## config.mk

```make
export PLATFORM = sky130hd
export DESIGN_NAME = link_speed_bringup
export DESIGN_NICKNAME = d
export VERILOG_FILES = /design/src/rtl/lsb_pkg.sv /design/src/rtl/lsb_datapath.sv /design/src/rtl/lsb_ctrl.sv /design/src/rtl/link_speed_bringup.sv
export SDC_FILE = /design/constraint.sdc
export NUM_CORES = 1
export LEC_CHECK = 0
export BUFFER_PORTS_ARGS = -buffer_cell sky130_fd_sc_hd__buf_2
export CAP_MARGIN = 20
export CORE_ASPECT_RATIO = 0.9
export CORE_MARGIN = 2
export CORE_UTILIZATION = 32
export CTS_CLUSTER_DIAMETER = 150
export DETAILED_ROUTE_END_ITERATION = 12
export PLACE_DENSITY = 0.54
export SLEW_MARGIN = 10
export SYNTH_ARGS = -nofsm -noshare
export SYNTH_HDL_FRONTEND = slang
export SYNTH_SLANG_ARGS = --single-unit
```

## constraint.sdc

```tcl
create_clock -name clk -period 3.1 [get_ports clk]
set_input_delay 0.62 -clock clk [delete_from_list [all_inputs] [get_ports clk]]
set_output_delay 0.62 -clock clk [all_outputs]
set_load 0.03 [all_outputs]
```

## src/rtl/lsb_pkg.sv

```systemverilog
package lsb_pkg;
  // Width of the maximum-speed field and of the reported generation
  localparam int SPEED_FW = 4;
  // Controller configuration offsets and bit positions used by the sequence
  localparam int CAP_OFS      = 'h07C;
  localparam int STS_OFS      = 'h080;
  localparam int SPD_OFS      = 'h80C;
  localparam int SPD_BIT      = 17;
  localparam int STS_GEN_LSB  = 16;
  // PHY receiver override register and its two enable bits
  localparam int PHY_OVR_ADDR = 'h1005;
  localparam int OVR_DATA_BIT = 5;
  localparam int OVR_PLL_BIT  = 3;

  typedef enum logic [3:0] {
    ACC_NONE, ACC_CAP_RD, ACC_CAP_LO, ACC_CAP_HI, ACC_SPD_RD,
    ACC_SPD_SET, ACC_STS_RD, ACC_PHY_RD, ACC_PHY_SET, ACC_PHY_CLR
  } acc_e;

  typedef struct packed {
    acc_e acc;
    logic clrGen;
  } dp_cmd_t;

  typedef enum logic [4:0] {
    S_IDLE, S_CAP_RD1, S_CAP_WR1, S_WAIT1, S_CAP_RD2, S_CAP_WR2,
    S_SPD_RD, S_SPD_WR, S_POLL, S_GAP, S_WAIT2, S_STS_RD,
    S_OVR_RD1, S_OVR_WR1, S_HOLD, S_OVR_RD2, S_OVR_WR2
  } st_e;
endpackage

```

## src/rtl/lsb_datapath.sv

```systemverilog
module lsb_datapath
  import lsb_pkg::*;
#(
  parameter int CFG_AW = 12,
  parameter int CFG_DW = 32,
  parameter int PHY_AW = 16,
  parameter int PHY_DW = 16
) (
  input  logic                clk,
  input  logic                rstN,
  input  dp_cmd_t             cmd,
  output logic                cfgReq,
  output logic                cfgWe,
  output logic [CFG_AW-1:0]   cfgAddr,
  output logic [CFG_DW-1:0]   cfgWdata,
  input  logic [CFG_DW-1:0]   cfgRdata,
  input  logic                cfgAck,
  output logic                phyReq,
  output logic                phyWe,
  output logic [PHY_AW-1:0]   phyAddr,
  output logic [PHY_DW-1:0]   phyWdata,
  input  logic [PHY_DW-1:0]   phyRdata,
  input  logic                phyAck,
  output logic                spdBusy,
  output logic [SPEED_FW-1:0] linkGen
);
  localparam logic [CFG_DW-1:0] SPD_MASK = CFG_DW'(1) << SPD_BIT;
  localparam logic [PHY_DW-1:0] OVR_MASK =
    (PHY_DW'(1) << OVR_DATA_BIT) | (PHY_DW'(1) << OVR_PLL_BIT);

  logic [CFG_DW-1:0] shadowQ;
  logic              cfgRead;

  assign cfgRead = (cmd.acc == ACC_CAP_RD) || (cmd.acc == ACC_SPD_RD);
  assign spdBusy = cfgRdata[SPD_BIT];
  assign phyAddr = PHY_AW'(PHY_OVR_ADDR);

  always_comb begin
    cfgReq   = 1'b0;
    cfgWe    = 1'b0;
    cfgAddr  = '0;
    cfgWdata = '0;
    phyReq   = 1'b0;
    phyWe    = 1'b0;
    phyWdata = '0;
    case (cmd.acc)
      ACC_CAP_RD: begin
        cfgReq  = 1'b1;
        cfgAddr = CFG_AW'(CAP_OFS);
      end
      ACC_CAP_LO: begin
        cfgReq   = 1'b1;
        cfgWe    = 1'b1;
        cfgAddr  = CFG_AW'(CAP_OFS);
        cfgWdata = {shadowQ[CFG_DW-1:SPEED_FW], SPEED_FW'(1)};
      end
      ACC_CAP_HI: begin
        cfgReq   = 1'b1;
        cfgWe    = 1'b1;
        cfgAddr  = CFG_AW'(CAP_OFS);
        cfgWdata = {shadowQ[CFG_DW-1:SPEED_FW], SPEED_FW'(2)};
      end
      ACC_SPD_RD: begin
        cfgReq  = 1'b1;
        cfgAddr = CFG_AW'(SPD_OFS);
      end
      ACC_SPD_SET: begin
        cfgReq   = 1'b1;
        cfgWe    = 1'b1;
        cfgAddr  = CFG_AW'(SPD_OFS);
        cfgWdata = shadowQ | SPD_MASK;
      end
      ACC_STS_RD: begin
        cfgReq  = 1'b1;
        cfgAddr = CFG_AW'(STS_OFS);
      end
      ACC_PHY_RD: phyReq = 1'b1;
      ACC_PHY_SET: begin
        phyReq   = 1'b1;
        phyWe    = 1'b1;
        phyWdata = shadowQ[PHY_DW-1:0] | OVR_MASK;
      end
      ACC_PHY_CLR: begin
        phyReq   = 1'b1;
        phyWe    = 1'b1;
        phyWdata = shadowQ[PHY_DW-1:0] & ~OVR_MASK;
      end
      default: ;
    endcase
  end

  always_ff @(posedge clk) begin
    if (!rstN) begin
      shadowQ <= '0;
      linkGen <= '0;
    end else begin
      if (cfgAck && cfgRead) shadowQ <= cfgRdata;
      if (phyAck && (cmd.acc == ACC_PHY_RD)) shadowQ <= CFG_DW'(phyRdata);
      if (cmd.clrGen) linkGen <= '0;
      else if (cfgAck && (cmd.acc == ACC_STS_RD))
        linkGen <= cfgRdata[STS_GEN_LSB +: SPEED_FW];
    end
  end


  cfg_hold_chk: assert property (@(posedge clk) disable iff (!rstN)
    (cfgReq && !cfgAck) |=> (cfgReq && $stable(cfgAddr) && $stable(cfgWe) && $stable(cfgWdata)));


  phy_hold_chk: assert property (@(posedge clk) disable iff (!rstN)
    (phyReq && !phyAck) |=> (phyReq && $stable(phyWe) && $stable(phyWdata)));


  gen_update_chk: assert property (@(posedge clk) disable iff (!rstN)
    !$stable(linkGen) |-> ($past(cmd.clrGen) || $past(cfgAck)));
endmodule

```

## src/rtl/lsb_ctrl.sv

```systemverilog
module lsb_ctrl
  import lsb_pkg::*;
#(
  parameter int LINK_WAIT  = 1000000,
  parameter int POLL_LIMIT = 200,
  parameter int POLL_GAP   = 10000,
  parameter int HOLD_CYC   = 250000
) (
  input  logic       clk,
  input  logic       rstN,
  input  logic       start,
  input  logic [1:0] targetGen,
  input  logic       linkUp,
  input  logic       skipSpeedPoll,
  input  logic       cfgAck,
  input  logic       phyAck,
  input  logic       spdBusy,
  output dp_cmd_t    cmd,
  output logic       trainEn,
  output logic       done,
  output logic       fail,
  output logic       rxRecover
);
  localparam int TMAX0 = (LINK_WAIT > HOLD_CYC) ? LINK_WAIT : HOLD_CYC;
  localparam int TMAX  = (TMAX0 > POLL_GAP) ? TMAX0 : POLL_GAP;
  localparam int TW    = $clog2(TMAX + 1);
  localparam int PW    = $clog2(POLL_LIMIT + 1);

  st_e           st;
  logic [TW-1:0] tmrQ;
  logic [PW-1:0] pollQ;
  logic          gen2Q;
  logic          busy;

  assign busy      = (st != S_IDLE);
  assign rxRecover = (st == S_HOLD) || (st == S_OVR_RD2) || (st == S_OVR_WR2);
  assign cmd.clrGen = (st == S_IDLE) && start;

  always_comb begin
    case (st)
      S_CAP_RD1, S_CAP_RD2: cmd.acc = ACC_CAP_RD;
      S_CAP_WR1:            cmd.acc = ACC_CAP_LO;
      S_CAP_WR2:            cmd.acc = ACC_CAP_HI;
      S_SPD_RD, S_POLL:     cmd.acc = ACC_SPD_RD;
      S_SPD_WR:             cmd.acc = ACC_SPD_SET;
      S_STS_RD:             cmd.acc = ACC_STS_RD;
      S_OVR_RD1, S_OVR_RD2: cmd.acc = ACC_PHY_RD;
      S_OVR_WR1:            cmd.acc = ACC_PHY_SET;
      S_OVR_WR2:            cmd.acc = ACC_PHY_CLR;
      default:              cmd.acc = ACC_NONE;
    endcase
  end

  always_ff @(posedge clk) begin
    if (!rstN) begin
      st      <= S_IDLE;
      tmrQ    <= '0;
      pollQ   <= '0;
      gen2Q   <= 1'b0;
      trainEn <= 1'b0;
      done    <= 1'b0;
      fail    <= 1'b0;
    end else begin
      case (st)
        S_IDLE: if (start) begin
          st      <= S_CAP_RD1;
          gen2Q   <= (targetGen == 2'd2);
          done    <= 1'b0;
          fail    <= 1'b0;
          trainEn <= 1'b0;
        end
        S_CAP_RD1: if (cfgAck) st <= S_CAP_WR1;
        S_CAP_WR1: if (cfgAck) begin
          st      <= S_WAIT1;
          trainEn <= 1'b1;
          tmrQ    <= '0;
        end
        S_WAIT1, S_WAIT2: begin
          if (linkUp) st <= (st == S_WAIT1 && gen2Q) ? S_CAP_RD2 : S_STS_RD;
          else if (tmrQ == TW'(LINK_WAIT - 1)) begin
            st      <= S_OVR_RD1;
            trainEn <= 1'b0;
          end else tmrQ <= tmrQ + 1'b1;
        end
        S_CAP_RD2: if (cfgAck) st <= S_CAP_WR2;
        S_CAP_WR2: if (cfgAck) st <= S_SPD_RD;
        S_SPD_RD:  if (cfgAck) st <= S_SPD_WR;
        S_SPD_WR: if (cfgAck) begin
          tmrQ  <= '0;
          pollQ <= '0;
          st    <= skipSpeedPoll ? S_WAIT2 : S_POLL;
        end
        S_POLL: if (cfgAck) begin
          pollQ <= pollQ + 1'b1;
          tmrQ  <= '0;
          if (!spdBusy) st <= S_WAIT2;
          else if (pollQ == PW'(POLL_LIMIT - 1)) begin
            st      <= S_OVR_RD1;
            trainEn <= 1'b0;
          end else st <= S_GAP;
        end
        S_GAP: begin
          if (tmrQ == TW'(POLL_GAP - 1)) st <= S_POLL;
          else tmrQ <= tmrQ + 1'b1;
        end
        S_STS_RD: if (cfgAck) begin
          st   <= S_IDLE;
          done <= 1'b1;
        end
        S_OVR_RD1: if (phyAck) st <= S_OVR_WR1;
        S_OVR_WR1: if (phyAck) begin
          st   <= S_HOLD;
          tmrQ <= '0;
        end
        S_HOLD: begin
          if (tmrQ == TW'(HOLD_CYC - 1)) st <= S_OVR_RD2;
          else tmrQ <= tmrQ + 1'b1;
        end
        S_OVR_RD2: if (phyAck) st <= S_OVR_WR2;
        S_OVR_WR2: if (phyAck) begin
          st   <= S_IDLE;
          done <= 1'b1;
          fail <= 1'b1;
        end
        default: st <= S_IDLE;
      endcase
    end
  end


  fail_with_done_chk: assert property (@(posedge clk) disable iff (!rstN)
    fail |-> done);


  link_wait_bound_chk: assert property (@(posedge clk) disable iff (!rstN)
    ((st == S_WAIT1) || (st == S_WAIT2)) |-> (tmrQ < TW'(LINK_WAIT)));


  poll_bound_chk: assert property (@(posedge clk) disable iff (!rstN)
    pollQ <= PW'(POLL_LIMIT));


  start_gate_chk: assert property (@(posedge clk) disable iff (!rstN)
    $rose(busy) |-> $past(start));


  rx_window_chk: assert property (@(posedge clk) disable iff (!rstN)
    $rose(rxRecover) |-> $past(phyAck));
endmodule

```

## src/rtl/link_speed_bringup.sv

```systemverilog
module link_speed_bringup
  import lsb_pkg::*;
#(
  parameter int CFG_AW     = 12,
  parameter int CFG_DW     = 32,
  parameter int PHY_AW     = 16,
  parameter int PHY_DW     = 16,
  parameter int LINK_WAIT  = 1000000,
  parameter int POLL_LIMIT = 200,
  parameter int POLL_GAP   = 10000,
  parameter int HOLD_CYC   = 250000
) (
  input  logic                clk,
  input  logic                rstN,
  input  logic                start,
  input  logic [1:0]          targetGen,
  input  logic                linkUp,
  input  logic                skipSpeedPoll,
  output logic                trainEn,
  output logic                done,
  output logic                fail,
  output logic [SPEED_FW-1:0] linkGen,
  output logic                rxRecover,
  output logic                cfgReq,
  output logic                cfgWe,
  output logic [CFG_AW-1:0]   cfgAddr,
  output logic [CFG_DW-1:0]   cfgWdata,
  input  logic [CFG_DW-1:0]   cfgRdata,
  input  logic                cfgAck,
  output logic                phyReq,
  output logic                phyWe,
  output logic [PHY_AW-1:0]   phyAddr,
  output logic [PHY_DW-1:0]   phyWdata,
  input  logic [PHY_DW-1:0]   phyRdata,
  input  logic                phyAck
);
  dp_cmd_t cmd;
  logic    spdBusy;

  lsb_ctrl #(
    .LINK_WAIT(LINK_WAIT), .POLL_LIMIT(POLL_LIMIT),
    .POLL_GAP(POLL_GAP), .HOLD_CYC(HOLD_CYC)
  ) uCtrl (
    .clk(clk), .rstN(rstN), .start(start), .targetGen(targetGen),
    .linkUp(linkUp), .skipSpeedPoll(skipSpeedPoll), .cfgAck(cfgAck),
    .phyAck(phyAck), .spdBusy(spdBusy), .cmd(cmd), .trainEn(trainEn),
    .done(done), .fail(fail), .rxRecover(rxRecover)
  );

  lsb_datapath #(
    .CFG_AW(CFG_AW), .CFG_DW(CFG_DW), .PHY_AW(PHY_AW), .PHY_DW(PHY_DW)
  ) uDp (
    .clk(clk), .rstN(rstN), .cmd(cmd),
    .cfgReq(cfgReq), .cfgWe(cfgWe), .cfgAddr(cfgAddr), .cfgWdata(cfgWdata),
    .cfgRdata(cfgRdata), .cfgAck(cfgAck),
    .phyReq(phyReq), .phyWe(phyWe), .phyAddr(phyAddr), .phyWdata(phyWdata),
    .phyRdata(phyRdata), .phyAck(phyAck),
    .spdBusy(spdBusy), .linkGen(linkGen)
  );
endmodule

```

=== Word-level counts from Yosys, hierarchy flattened ===
Memory sizes are Yosys's and may differ from the RTL's. A register that Yosys moved wholly into a read port is not among the register bits.
Index checks and enable logic that the tools add are counted.

* Register bits: 73
* Bits in read-only memories: 128
* Input port bits: 57
* Output and inout port bits: 88
* Logic and storage cells: 154
* Memories: 1

* Add/subtract/negate cells: 2
* Equal/unequal tests: 54
* Mux-type cells: 54
* Bitwise logic cells: 1
* Reduce and logical (&&, ||, !) cells: 32

{| class="wikitable"
|+ Memory list
! memory !! depth !! width !! read ports !! clocked after memory_dff !! wr ports !! RTL line !! source
|-
| (no name shown) || 32 || 4 || 1 || 1 || 0 || lsb_ctrl.sv:40 || <nowiki>case (st)</nowiki>
|}

{| class="wikitable"
|+ Operator list
! kind !! number
|-
| $mux 20 || 6
|-
| $pmux 20 s5 || 1
|-
| $pmux 32 s3 || 1
|-
| $mux 5 || 19
|-
| $pmux 5 s16 || 1
|-
| $eq 5x4->1 const B || 8
|-
| $ne 2x2->1 const B || 19
|-
| $pmux 12 s3 || 1
|-
| $mux 16 || 2
|-
| $pmux 16 s2 || 1
|-
| $add 20x1->20 const B || 1
|-
| $eq 20x14->1 const B || 1
|-
| $eq 20x18->1 const B || 1
|-
| $eq 20x20->1 const B || 1
|-
| $eq 5x3->1 const B || 4
|-
| $eq 4x3->1 const B || 4
|-
| $mux 8 || 2
|-
| $pmux 8 s2 || 1
|-
| $reduce_and 16->1 || 1
|-
| $mux 1 || 12
|-
| $reduce_or 3->1 || 4
|-
| $eq 5x2->1 const B || 2
|-
| $reduce_or 2->1 || 5
|-
| $add 8x1->8 const B || 1
|-
| other kinds (29) || 44
|}

=== Longest topological paths before layout ===
* Word-level depth: 7
* Mapped depth: 15
* Gate-level depth less buffers: 13

=== Modules after synthesis ===
From an unflattened synthesis, not the netlist that was laid out.

* Cell total of the unflattened synthesis: 619
* Area total of the unflattened synthesis: 4949.7 um2

{| class="wikitable"
|+ By module, submodules not included
! module !! times used !! cells each !! area an instance (um2)
|-
| lsb_ctrl || 1 || 328 || 2673.8
|-
| lsb_datapath || 1 || 291 || 2275.9
|}

=== Worst setup path after synthesis ===
Ideal clock, no wire load.

* Path type: input to register
* From: input cfgAck
* To: register uCtrl.cmd[2] (netlist name)
* Setup time: 0.127 ns
* Arrival: 2.682 ns
* Required time: 2.973 ns
* Slack: 0.290 ns
* Cell stages on the path: 13
* Cells stage by stage: or4b_1 > o32a_1 > o311ai_1 > a2111oi_4 > and3_1 > buf_6 > mux2i_1 > nor2b_1 > inv_1 > ha_1 > inv_1 > nand3_1 > o211ai_1

* Word-level cells in the longest chain between the ends: 4
* Elaborated cells between the ends (all ways): 11
* Those cells by class: eq/ne (8); mux (2); reduce/logical (1)

{| class="wikitable"
|+ RTL lines
! item !! RTL line !! source
|-
| start: declaration || link_speed_bringup.sv:29 || <nowiki>input logic cfgAck,</nowiki>
|-
| $ne 2x2->1 (no line) || -- ||
|-
| $reduce_and 16->1 (no line) * || -- ||
|-
| $mux 5 (no line) * (2 in series) || -- ||
|}

Mark *: on every way between the ends. The rest lies on a longest branch, timed or not.
A chain may end at the register's enable or synchronous reset.

=== Worst setup path after layout ===
* From: register uCtrl.tmrQ[7]
* To: register uCtrl.cmd[2] (netlist name)

* Word-level cells in the longest chain between the ends: 5
* Elaborated cells between the ends (all ways): 9
* Those cells by class: eq/ne (6); mux (2); reduce/logical (1)

{| class="wikitable"
|+ RTL lines
! item !! RTL line !! source
|-
| start: declaration || lsb_ctrl.sv:30 || <nowiki>logic [TW-1:0] tmrQ;</nowiki>
|-
| start signal: assignment || lsb_ctrl.sv:83 || <nowiki>end else tmrQ <= tmrQ + 1'b1;</nowiki>
|-
| start signal: assignment || lsb_ctrl.sv:104 || <nowiki>else tmrQ <= tmrQ + 1'b1;</nowiki>
|-
| start signal: assignment || lsb_ctrl.sv:117 || <nowiki>else tmrQ <= tmrQ + 1'b1;</nowiki>
|-
| $eq 20x20->1, or another cell as far along || lsb_ctrl.sv:80 || <nowiki>else if (tmrQ == TW'(LINK_WAIT - 1)) begin</nowiki>
|-
| $ne 3x2->1 (no line), or another cell as far along || -- ||
|-
| $reduce_and 16->1 (no line) * || -- ||
|-
| $mux 5 (no line) * (2 in series) || -- ||
|}

Marks and branches as above.

==> impl_metrics.yaml <==
clock_network:
  postCtsHoldBufs: 0
  cts.clk_slew.worst_paths_ps: 60
  cts_tree: "built"
  cts_inserted_buffers: 9
  clock_latency_ps: 340
  clkSinkCount: 77
  clockBufferDepth: 2
  ctsRootBufferMaster: "clkbuf_16"
  htreeDepth: 3
layout:
  area_growth_syn_to_layout_pct: 25.2
  finalInstanceArea_um2: 5800
  fill_cells: 1443
  drive_gt1_share_pct: 26.3
  diodes: 0
  final_common_cell: "buf_2"
  final_net_count: 790
  final_cell_mix: "buf_2, nand2_1, dfxtp_1"
  final_core_util_pct: 41.1
place:
  gp_congestion: 0.884
  dp_hpwl_um: 9650
  dpl_cell_area_um2: 5440
  port_buffers: 123
power_and_ir_drop:
  p_leak_nw: 2.67
  power.density_nw_per_um2: 670
  irDropWorstVdd_mv: 0.419
setup_path:
  crit_start: "uCtrl.tmrQ[7]"
  start_kind: "flop"
  critPathArrivalTime_ps: 3110
  worstSetupPathType: "reg -> reg"
  crit_path_max_fanout: 5
  cp_data_required_time_ps: 3310
  rr_startpoint: "uCtrl.tmrQ[7]"
  end_kind: "flop"
sta:
  fin_skew_ps: 9.25
  rsz0062_at_grt: "no"
  finalSetupViolCount: 0
  fmax_ghz: 0.345
  setup_tns_ps: 0
  fin_crit_sh_pct: 93.5
  hold_viol_final: 0
  finalMaxSlewViolations: 0
  fin_crit_ps: 2900
  slew_headroom_pct: 51.3
  tightest_slew_ps: 720
floorplan:
  die-height_um: 118
  rows: 41
  initial_core_util_pct: 32.8
  die_area_um2: 15500
  die_w_um: 131
  core_area_um2: 14100
  io_pins: 145
logic_synthesis:
  ys_types: 61
  yosys_warnings: 0
  netlist_area_um2: 4630
  ys_seq_area_share_pct: 33.3
  synth_seq_cells: 77
  async_reset_ff_share_pct: 0
  syn_inst: 602
  synth_edf_count: 0
  synth.avg_cell_area_um2: 7.69
  ys.flop_type: "dfxtp_1"
detailed_routing:
  ant_nets: 0
  vias: 4616
  drt_wl_total_um: 13100
  firstDrtPassIters: 5
  drc: 0
  vias_per_cell: 5.00
  routedWlPerCell_um: 14.2
  drt_iter0_markers: 375
global_route:
  grt_pass1_wl_um: 21200
  grtUsageMet2_pct: 27.8
  met3_usage_pct: 5.41
  grt_max_degree: 34
  grt_pass1_vias: 4330
  grt_usage_pct: 17.2
  grt_overflow_total: 0
  antenna_found_initial: 0
  grt.met1_usage_pct: 22.0
  busiest_layer: "met2"
status:
  status: "completed"
worst_hold_path:
  hold_start: "uDp.linkGen[1]"
  hold_class: "reg -> reg"
job:
  maxCapViolCount: 0
-- final cells by class --
class,instances,area (um2),area share [%]
clock buffer,10,239,4.12
clock inverter,6,86.3,1.49
inverter,14,52.6,0.907
multi-input combinational,471,2790,48.2
sequential,77,1550,26.7
tap,193,241,4.17
timing repair buffer,153,841,14.5
-- worst max-delay path, stage by stage (launching register included) --
cell      delay (ps)
dfxtp_1          350
or4_4            530
or4_4            530
o21bai_2         140
and3_4           230
mux2i_1          250
nor2b_1           90
buf_4            150
ha_1             170
mux2i_1          200
o211ai_1         130
-- power breakdown --
part	total [mW]	switching [mW]	internal, mW
clock	1.14	0.417	0.725
sequential	1.23	0.129	1.10
combinational	1.52	0.944	0.571
-- cells in the mapped netlist, drive strengths merged (2+ instances only) --
master,instances,area (um2)
o21ai,11,55.1
xor2,9,78.8
nor4,6,37.5
o32a,2,20.0
or2,4,25.0
and2,45,282
nand3b,5,37.5
a32oi,3,26.3
nand4,9,56.3
mux2i,8,83.8
buf,36,253
o2111ai,3,26.3
a21oi,36,180
and3,9,56.3
nor2,45,169
ha,7,87.6
nand2,98,373
o211ai,3,27.5
xnor2,14,123
or3,9,56.3
and4,3,26.3
nor3b,5,37.5
nand2b,5,38.8
or4,2,22.5
clkbuf,23,86.3
o211a,16,160
a21o,2,15.0
a22oi,2,15.0
nor3,13,70.1
nand3,42,210
dfxtp,77,1540
nor2b,13,81.3
a21boi,2,15.0
conb,2,7.51
o21bai,2,18.8
o31ai,2,15.0
inv,14,52.6
a31oi,2,12.5
or4b,2,20.0
-- per-stage QoR --
| step | worst slack [ps] | instances | power (mW) | hold WS (ps) |
|---|---|---|---|---|
| floorplan | 290 | 621 | 2.32 | 432 |
| global placement | 74.9 | 907 | 2.70 | 438 |
| detailed placement | 3.76 | 907 | 2.71 | 444 |
| CTS | 42.2 | 923 | 3.88 | 451 |
| global route | 23.4 | 924 | 4.13 | 474 |
| finish | 203 | 924 | 3.88 | 450 |
-- final timing paths --
kind | endpoint | slack (ps) | cells past startpoint
hold / removal | uDp.linkGen[1] | 450 | 2
setup reg to reg | uCtrl.cmd[2] | 200 | 10
hold reg to reg | uDp.linkGen[1] | 450 | 2
setup / recovery | uCtrl.cmd[2] | 200 | 10
-- metal layers --
layer,up-vias,share of wire (%)
li1,2276,-
met1,2146,45
met2,168,47
met3,26,6.7
met4,0,1.7
met5,-,0
-- sequential cells by signal (all words and copies together), names as in the netlist --
register / cells
uCtrl.done: 1
uCtrl.pollQ: 8
uCtrl.tmrQ: 20
uCtrl.gen2Q: 1
uCtrl.trainEn: 1
uCtrl.cmd: 4
uDp.shadowQ: 32
uDp.linkGen: 4
uCtrl.st: 5
uCtrl.fail: 1
-- logic make-up (layout without fill, tap and decap cells) --
logic type,after synthesis,count (layout),share of synthesized area [%]
AND/OR/NAND/NOR,320,320,35.6
AO/OA/AOI/OAI,92,92,14.5
flip-flops,77,77,33.3
buffers and inverters,73,183,8.46
XOR/XNOR,23,23,4.35
multiplexers,8,8,1.81
adder cells (fa/ha/maj),7,7,1.89
other,2,21,0.162
-- repair_timing --
action | in CTS | in global routing
setup endpoints to repair | 2 | 4
buffers inserted | 0 | 1
gates resized for setup | 3 | 5
pin swaps | 0 | 2
No activity file was read; power rests on OpenSTA's default activity.
